===== config.mk =====
export PLATFORM = sky130hd
export DESIGN_NAME = fth_fifo
export DESIGN_NICKNAME = d
export VERILOG_FILES = /design/src/rtl/fth_pkg.sv /design/src/rtl/fth_in_stage.sv /design/src/rtl/fth_store.sv /design/src/rtl/fth_out_stage.sv /design/src/rtl/fth_fifo.sv
export SDC_FILE = /design/constraint.sdc
export NUM_CORES = 1
export LEC_CHECK = 0
export BUFFER_PORTS_ARGS = -buffer_cell sky130_fd_sc_hd__buf_2
export CORE_UTILIZATION = 60
export CTS_BUF_LIST = sky130_fd_sc_hd__clkbuf_8
export DETAILED_ROUTE_END_ITERATION = 10
export GPL_ROUTABILITY_DRIVEN = 0
export PLACE_DENSITY = 0.88
export SYNTH_ARGS = -nofsm -noshare
export SYNTH_HDL_FRONTEND = slang
export SYNTH_SLANG_ARGS = --single-unit
export TNS_END_PERCENT = 50

===== constraint.sdc =====
create_clock -name clk -period 3.35 [get_ports clk]
set_input_delay 1.005 -clock clk [delete_from_list [all_inputs] [get_ports clk]]
set_output_delay 1.005 -clock clk [all_outputs]
set_load 0.1 [all_outputs]

===== src/rtl/fth_pkg.sv =====
package fth_pkg;
  // Address width of at least one bit for a store of n entries.
  function automatic int unsigned addr_bits(input int unsigned n);
    return (n <= 2) ? 1 : $clog2(n);
  endfunction

  // Counter width able to hold the value n.
  function automatic int unsigned count_bits(input int unsigned n);
    return $clog2(n + 1);
  endfunction
endpackage


===== src/rtl/fth_in_stage.sv =====
module fth_in_stage #(
  parameter int unsigned W = 4
) (
  input  logic         clk,
  input  logic         rst,
  input  logic         si,
  input  logic [W-1:0] din,
  input  logic         room,
  output logic         ready,
  output logic         push,
  output logic [W-1:0] push_data
);
  logic         held;
  logic         released;
  logic         si_q;
  logic [W-1:0] word;
  logic         si_fall;
  logic         capture;

  assign si_fall   = si_q & ~si;
  assign capture   = si & ~held;
  assign push      = held & released & room;
  assign push_data = word;
  assign ready     = ~held;

  always_ff @(posedge clk) begin
    if (rst) begin
      si_q     <= 1'b0;
      held     <= 1'b0;
      released <= 1'b0;
      word     <= '0;
    end else begin
      si_q <= si;
      if (capture) begin
        held     <= 1'b1;
        released <= 1'b0;
        word     <= din;
      end else if (push) begin
        held     <= 1'b0;
        released <= 1'b0;
      end else if (held && si_fall) begin
        released <= 1'b1;
      end
    end
  end

  // a capture blocks further input on the next cycle
  a_r2_capture_blocks: assert property (@(posedge clk) disable iff (rst)
    (si && ready) |=> !ready);

  // while the strobe stays high after a capture, the stage stays busy
  a_r2_hold_while_high: assert property (@(posedge clk) disable iff (rst)
    (!ready && !released && si) |=> !ready);
endmodule


===== src/rtl/fth_store.sv =====
module fth_store #(
  parameter int unsigned W         = 4,
  parameter int unsigned MEM_DEPTH = 62
) (
  input  logic         clk,
  input  logic         rst,
  input  logic         push,
  input  logic [W-1:0] push_data,
  input  logic         pop,
  output logic [W-1:0] rd_data,
  output logic         room,
  output logic         nonempty
);
  import fth_pkg::*;
  localparam int unsigned AW = addr_bits(MEM_DEPTH);
  localparam int unsigned CW = count_bits(MEM_DEPTH);
  localparam logic [AW-1:0] LAST = AW'(MEM_DEPTH - 1);

  logic [W-1:0]  mem [MEM_DEPTH];
  logic [AW-1:0] wr_ptr;
  logic [AW-1:0] rd_ptr;
  logic [CW-1:0] count;

  assign room     = (count < CW'(MEM_DEPTH));
  assign nonempty = (count != '0);

  // Storage array without reset so that block RAM can be inferred.
  always_ff @(posedge clk) begin
    if (push) mem[wr_ptr] <= push_data;
  end

  // Registered read port: this register is the output stage.
  always_ff @(posedge clk) begin
    if (rst)      rd_data <= '0;
    else if (pop) rd_data <= mem[rd_ptr];
  end

  always_ff @(posedge clk) begin
    if (rst) begin
      wr_ptr <= '0;
      rd_ptr <= '0;
      count  <= '0;
    end else begin
      if (push) wr_ptr <= (wr_ptr == LAST) ? '0 : wr_ptr + 1'b1;
      if (pop)  rd_ptr <= (rd_ptr == LAST) ? '0 : rd_ptr + 1'b1;
      case ({push, pop})
        2'b10:   count <= count + 1'b1;
        2'b01:   count <= count - 1'b1;
        default: count <= count;
      endcase
    end
  end

  // a write is never accepted into a full store
  a_r7_no_overflow: assert property (@(posedge clk) disable iff (rst)
    push |-> (count < CW'(MEM_DEPTH)));

  // a fetch never reads an empty store
  a_r6_no_underflow: assert property (@(posedge clk) disable iff (rst)
    pop |-> (count != '0));

  // occupancy stays within the storage size
  a_r7_count_range: assert property (@(posedge clk) disable iff (rst)
    count <= CW'(MEM_DEPTH));
endmodule


===== src/rtl/fth_out_stage.sv =====
module fth_out_stage (
  input  logic clk,
  input  logic rst,
  input  logic so,
  input  logic nonempty,
  output logic pop,
  output logic valid
);
  logic so_q;
  logic retire;

  assign retire = so_q & ~so & valid;
  assign pop    = ~valid & nonempty;

  always_ff @(posedge clk) begin
    if (rst) begin
      so_q  <= 1'b0;
      valid <= 1'b0;
    end else begin
      so_q <= so;
      if (retire)   valid <= 1'b0;
      else if (pop) valid <= 1'b1;
    end
  end

  // a falling read strobe on a valid word empties the output stage
  a_r5_retire_clears: assert property (@(posedge clk) disable iff (rst)
    (so_q && !so && valid) |=> !valid);

  // with nothing stored behind it, an empty output stage stays empty
  a_r9_empty_stays: assert property (@(posedge clk) disable iff (rst)
    (!valid && !nonempty) |=> !valid);
endmodule


===== src/rtl/fth_fifo.sv =====
module fth_fifo #(
  parameter int unsigned W     = 4,
  parameter int unsigned DEPTH = 64
) (
  input  logic         clk,
  input  logic         mr,
  input  logic [W-1:0] d_in,
  input  logic         shift_in,
  output logic         in_ready,
  input  logic         shift_out,
  output logic         out_ready,
  output logic [W-1:0] q_out,
  input  logic         out_en,
  output logic         q_valid
);
  // One word sits in the input stage, one in the output stage.
  localparam int unsigned MEM_DEPTH = DEPTH - 2;

  logic         push;
  logic [W-1:0] push_data;
  logic         room;
  logic         pop;
  logic         nonempty;
  logic         valid;

  fth_in_stage #(.W(W)) u_in (
    .clk       (clk),
    .rst       (mr),
    .si        (shift_in),
    .din       (d_in),
    .room      (room),
    .ready     (in_ready),
    .push      (push),
    .push_data (push_data)
  );

  fth_store #(.W(W), .MEM_DEPTH(MEM_DEPTH)) u_store (
    .clk       (clk),
    .rst       (mr),
    .push      (push),
    .push_data (push_data),
    .pop       (pop),
    .rd_data   (q_out),
    .room      (room),
    .nonempty  (nonempty)
  );

  fth_out_stage u_out (
    .clk      (clk),
    .rst      (mr),
    .so       (shift_out),
    .nonempty (nonempty),
    .pop      (pop),
    .valid    (valid)
  );

  assign out_ready = valid;
  assign q_valid   = out_en & valid;

  // flags are in their empty state right after reset
  a_r1_reset_flags: assert property (@(posedge clk) disable iff (mr)
    $past(mr) |-> (in_ready && !out_ready));

  // the qualifier follows enable and output-ready
  a_r10_qualifier: assert property (@(posedge clk) disable iff (mr)
    q_valid == (out_en && out_ready));
endmodule


* Word-level counts from Yosys, hierarchy flattened
Memory sizes are Yosys's and may differ from the RTL's. A register that Yosys moved wholly into a read port is not among the register bits.
Index checks and enable logic that the tools add are counted.
** Storage, ports and cells
- Word-level logic and storage cells :: 44
- Bits in registers :: 27
- Bits of input ports :: 9
- Memory bits (writable) :: 248
- Memories :: 1
** Cells by class
- $lt $le $gt $ge :: 1
- Muxes and demuxes :: 7
- Add/subtract/negate cells :: 4
- Bitwise logic cells :: 12
- Reduce and logical (&&, ||, !) cells :: 6
- Eq/ne operators :: 4
** Memory list
- u_store.mem :: words 62, bits a word 4, rd ports 1, clocked after memory_dff 1, write ports 1, line fth_store.sv:19 : logic [W-1:0] mem [MEM_DEPTH];
** Operators by type and width (count)
- $add A6 B1 Y6 const B :: 3
- $eq A6 B6 Y1 const B :: 2
- $mux W6 :: 2
- $pmux W6 S2 :: 1
- $and A1 B1 Y1 :: 8
- $lt A6 B6 Y1 const B :: 1
- $reduce_bool A6 Y1 :: 1
- $sub A6 B1 Y6 const B :: 1
- $mux W1 :: 4
- $not A1 Y1 :: 4
- $reduce_bool A2 Y1 :: 2
- $reduce_or A3 Y1 :: 1
- $eq A2 B1 Y1 const B :: 1
- $eq A2 B2 Y1 const B :: 1
- $reduce_or A2 Y1 :: 1
- $logic_and A1 B1 Y1 :: 1

* Depth between registers and ports, before layout
- Depth in word-level cells :: 4
- Mapped depth :: 12

* Modules after synthesis
From an unflattened synthesis, not the netlist that was laid out.
** Unflattened totals
- Cells, all modules :: 687
- Area total of the unflattened synthesis :: 11422.2 um2
** By module, submodules not included
- fth_store :: cells an instance 652, seq. area each 7887.6 um2, times used 1, area each 11085.6 um2
- fth_in_stage :: cells an instance 27, seq. area each 140.1 um2, times used 1, area each 261.5 um2
- fth_out_stage :: cells an instance 7, seq. area each 40.0 um2, times used 1, area each 68.8 um2
- fth_fifo :: cells an instance 1, seq. area each 0.0 um2, times used 1, area each 6.3 um2

* Worst setup path before layout
OpenSTA, ideal clock, no wires.
- Kind :: reg2reg
- Start point :: register u_out.valid
- End point :: register u_store.count[5]
- Required time :: 3229 ps
- Slack :: 28 ps
- Buffers on the path :: 1
- Arrival time :: 3201 ps
- Cell stages (with the launch flop) :: 11
- Setup time :: 121 ps
- Cells stage by stage :: dfxtp_1 -> a21o_1 -> inv_1 -> clkbuf_1 -> ha_1 -> ha_1 -> a21o_1 -> a21o_1 -> a2111o_1 -> o211ai_1 -> mux2_2
** Between the ends
- Word-level cells in the longest chain between the ends :: 4
- Elaborated cells on any way between the ends :: 6
** RTL lines
- start: declaration :: line fth_out_stage.sv:7 : output logic valid
- start signal: assignment :: line fth_out_stage.sv:18 : valid <= 1'b0;
- start signal: assignment :: line fth_out_stage.sv:21 : if (retire) valid <= 1'b0;
- start signal: assignment :: line fth_out_stage.sv:22 : else if (pop) valid <= 1'b1;
- $not A1 Y1 (*) :: line fth_out_stage.sv:13 : assign pop = ~valid & nonempty;
- $and A1 B1 Y1 (*) :: line fth_out_stage.sv:13
- via pop :: line fth_fifo.sv:22 : logic pop;
- $eq A2 B1 Y1 or $eq A2 B2 Y1 (tied branches) :: line fth_store.sv:46 : case ({push, pop})
- $pmux W6 S2 or $reduce_bool A2 Y1 (tied branches)
- end signal: assignment :: line fth_store.sv:47 : 2'b10: count <= count + 1'b1;
- end signal: assignment :: line fth_store.sv:48 : 2'b01: count <= count - 1'b1;
- end signal: assignment :: line fth_store.sv:49 : default: count <= count;
- end: declaration :: line fth_store.sv:22 : logic [CW-1:0] count;
The timed path passes the listed nets; every way through them passes the cells marked *.
A chain may end at the register's enable or synchronous reset.

* Final worst setup path
- Start point :: register u_store.count[5]
- End point :: register u_store.count[5]
** Between the ends
- Word-level cells in the longest chain between the ends :: 4
- Elaborated cells on any way between the ends :: 10
** RTL lines (line)
- $lt A6 B6 Y1 or $reduce_bool A6 Y1 (tied branches) :: fth_store.sv:24, fth_store.sv:25
- $and A1 B1 Y1, on equally long branches :: fth_in_stage.sv:22, fth_out_stage.sv:13
- $eq A2 B1 Y1 or $eq A2 B2 Y1 (tied branches) :: fth_store.sv:46
- $pmux W6 S2 or $reduce_bool A2 Y1 (tied branches)
Several ways; a longest one is shown, not always the timed one.

==> flow_summary_export.csv <==
group,metric,value,unit
logic_synthesis,syn_inst,715,
clock_tree,clock-root-buffer,"clkbuf_8",
power,p_leak,0.00416,uW
timing,slew_violations,0,
global_routing,grt_pass1_wl,37800,um
final_layout,multi_input_area,3280,um^2
final_layout,utilization,0.677,
critical_path,reg2reg_depth,10,
run_status,status,"finished clean",
drt,drtIter0Drc,749,
timing,hold_viol_final,0,
logic_synthesis,muxShareOfSynthArea,0.145,
critical_path,cp.required,3780,ps
logic_synthesis,netlist_area,11600,um^2
power,p_int,6080,uW
power,combPwrFrac,0.223,
drt,antenna_left,0,
logic_synthesis,ys_seq_area_frac,0.695,
final_layout,fillers,1183,
final_layout,area_growth_syn_to_layout,9.79,%
min_path,hold_depth,2,
placement,portBuffers,15,
final_layout,diodes,0,
clock_tree,numClockSinks,279,
min_path,hp-class,"flop to flop",
critical_path,critPathMaxFanout,7,
critical_path,path_common_cell,"a21o_1",
drt,wl,24300,um
timing,min_period,3050,ps
final_layout,drive_above_1_share,0.211,
global_routing,antenna_found_initial,0,
clock_tree,cts_tree,"built",
clock_tree,ctsResizeCount,0,
floorplanning,fp-row-count,50,
logic_synthesis,synthDistinctLibCells,54,
power,power.density,675,nW/um^2
floorplanning,die_height,141,um
floorplanning,die_x,141,um
power,p_clk_frac,0.307,
timing,finalSetupViolCount,0,
floorplanning,io-pin-count,16,
critical_path,worstSetupStartpointType,"flop",
critical_path,crit_path_top_delay_cell,"a2111o_1",
power,switching_share,0.293,
critical_path,path_class,"flop to flop",
floorplanning,start_util,0.617,
logic_synthesis,synthAdderAreaFrac,0.0114,
drt,avgRoutedWirePerCell,23.3,um
logic_synthesis,synth_top_family_by_area,"multiplexers",
logic_synthesis,avgSynthCellArea,16.2,um^2
logic_synthesis,synthArstFlopShare,0,
power,p_seq_frac,0.469,
timing,setup_tns,0,ps
power,peakVddDrop,0.000386,V
critical_path,crit_chain,"nor4_1 > a21o_1 > inv_1 > ha_1 > ha_1 > a21o_1 > a21o_1 > a2111o_1 > o211ai_1 > mux2_2",
floorplanning,design.core.area,18800,um^2
global_routing,grt_max_degree,64,
drt,via_per_inst,6.36,
floorplanning,dieArea,19900,um^2
timing,slew-limit-headroom,0.189,
logic_synthesis,ys_seq_elements,279,
logic_synthesis,synth_edf_count,248,
critical_path,arrival,3480,ps
drt,drcViolationCount,0,
global_routing,grt_use_total,0.258,
timing,worstMarginPinSlew,1220,ps
global_routing,grt_pass1_vias,6717,
logic_synthesis,synth.area.top_cells,"edfxtp_1 (64%), mux4_2 (11%), dfxtp_1 (5.3%), nor2_1 (3.7%), mux2i_1 (2.1%)",
logic_synthesis,yosys.area.top_type_share,0.641,
final_layout,layout.nets,769,
clock_tree,clk_path_buf_depth,3,
clock_tree,post_cts.repair.setup_buffers,0,
timing,fmax,328,MHz
logic_synthesis,synth_top_area_cell,"edfxtp_1",
timing,finClkSkew,13.5,ps
timing,rsz0062_at_grt,"false",
clock_tree,htree_levels,2,
power,power,8600,uW
critical_path,critPathCaptureType,"flop",
critical_path,slowest_delay,410,ps
logic_synthesis,synth-compound-area-share,0.0396,
drt,vias,6637,
timing,period_share,0.909,
power,p_sw,2520,uW
clock_tree,cts_buffers,43,
logic_synthesis,synth_warnings,0,
final_layout,seqCellArea,8080,um^2
placement,detailed_place_hpwl,15300,um
logic_synthesis,synth-simple-area-share,0.0787,
flow_run,drv_cap,0,
clock_tree,clkSlewWorstSetupHoldPaths,60,ps
drt,first_pass_iters,5,
clock_tree,worstSkewPairLatency,550,ps
logic_synthesis,syn-num-nets,734,
global_routing,gr-total-overflow,0,
clock_tree,cts-hold-fix-buffers,0,
logic_synthesis,synth_ff_type,"edfxtp_1",
logic_synthesis,synth_xor_area_frac,0.00830,
[worst paths after layout]
kind,from,end,slack (ps)
setup reg to reg,u_store.count[5]$_SDFFE_PP0P_,u_store.count[5]$_SDFFE_PP0P_,300
hold / removal,u_out.valid$_SDFFE_PP0P_,u_out.valid$_SDFFE_PP0P_,510
setup / recovery,u_store.count[5]$_SDFFE_PP0P_,u_store.count[5]$_SDFFE_PP0P_,300
hold reg to reg,u_out.valid$_SDFFE_PP0P_,u_out.valid$_SDFFE_PP0P_,510
[Yosys cell counts (2+ instances only)]
master / n
a211oi_1: 7
a21o_1: 5
a21oi_1: 12
a22oi_1: 3
a311oi_1: 2
a31o_2: 2
a31oi_1: 4
a32o_1: 2
and2_1: 5
and4_1: 3
buf_2: 9
buf_4: 7
buf_6: 4
clkbuf_1: 17
clkinv_1: 2
dfxtp_1: 31
edfxtp_1: 248
ha_1: 9
inv_1: 13
mux2_2: 9
mux2i_1: 24
mux4_1: 2
mux4_2: 57
nand2_1: 33
nand2b_1: 3
nand3_1: 10
nand3b_1: 2
nand4_1: 2
nor2_1: 115
nor2b_1: 8
nor3_1: 11
nor4_1: 3
o2111ai_1: 3
o211ai_1: 3
o21a_1: 2
o21ai_0: 10
or3_1: 4
or3b_2: 4
xnor2_1: 6
xor2_1: 5
[layer usage]
layer | GRT usage | vias to the layer above | wire length, um
met5 | 0 | - | 0
met4 | 0.101 | 0 | 654
met3 | 0.0581 | 59 | 2090
met2 | 0.421 | 385 | 12200
met1 | 0.340 | 3336 | 9320
li1 | - | 2857 | -
[cell type report]
class,instances,share of cell area
flip-flops and latches,279,0.634
multi-input cells,384,0.257
clock buffers,48,0.0518
well taps,260,0.0255
repair buffers,27,0.0149
clock inverters,30,0.0122
inverters,15,0.00442
[cells in the final DEF (no fill, tap or decap), types with 3 or more instances in the layout]
cell type,count
xor2_1,5
o211ai_1,3
nand3_1,10
a31oi_1,4
or3_1,4
nor2b_1,8
nand2_1,33
edfxtp_1,248
nor4_1,3
dfxtp_2,6
o2111ai_1,3
xnor2_1,6
and4_1,3
or3b_2,4
mux2_2,9
inv_1,28
nor3_1,11
a21oi_1,12
buf_4,10
nor2_1,115
buf_2,15
clkinv_1,8
and2_1,5
ha_1,9
nand2b_1,3
clkinv_2,6
a21o_1,5
mux4_2,57
o21ai_0,10
a22oi_1,3
dfxtp_1,24
a211oi_1,7
clkbuf_8,48
mux2i_1,24
[critical path: cells and delay by family, from the launching register on]
kind | cells | cell delay [ps]
AOI/OAI and AO/OA | 5 | 1190
adders and majority gates | 2 | 620
DFF | 1 | 360
muxes | 1 | 350
and+or+nand+nor | 1 | 330
buffers and inverters | 1 | 90
[flip-flops by register name (all words and copies together) (netlist names)]
register	count
u_in.held	1
u_in.push_data	4
u_in.released	1
u_in.si_q	1
u_out.so_q	1
u_out.valid	1
u_store.count	6
u_store.mem	248
u_store.rd_data	4
u_store.rd_ptr	6
u_store.wr_ptr	6
[through the flow]
stage / std cells / setup WS (ps) / hold WS [ps] / instance area (um^2)
floorplan: 715 / 28.2 / 479 / 11600
finish: 1043 / 303 / 512 / 12700
CTS: 1043 / 320 / 510 / 12700
global placement: 965 / 495 / 493 / 11900
detailed placement: 965 / 344 / 502 / 11900
global route: 1043 / 106 / 546 / 12700
[power groups by stage]
stage / sequential, uW / clock (uW) / combinational [uW]
floorplan: 4220 / 0 / 1360
global placement: 4090 / 0 / 1800
detailed placement: 4110 / 0 / 1900
CTS: 4040 / 2680 / 1910
global route: 4050 / 2830 / 2050
finish: 4040 / 2640 / 1920
[logic make-up after synthesis]
kind of cell	Yosys count
adder cells (fa/ha/maj)	10
AND/OR/NAND/NOR	206
XOR/XNOR	11
flip-flops	279
buffers and inverters	52
multiplexers	92
AO/OA/AOI/OAI	65
Note: power is estimated with default switching activity, not from simulation.
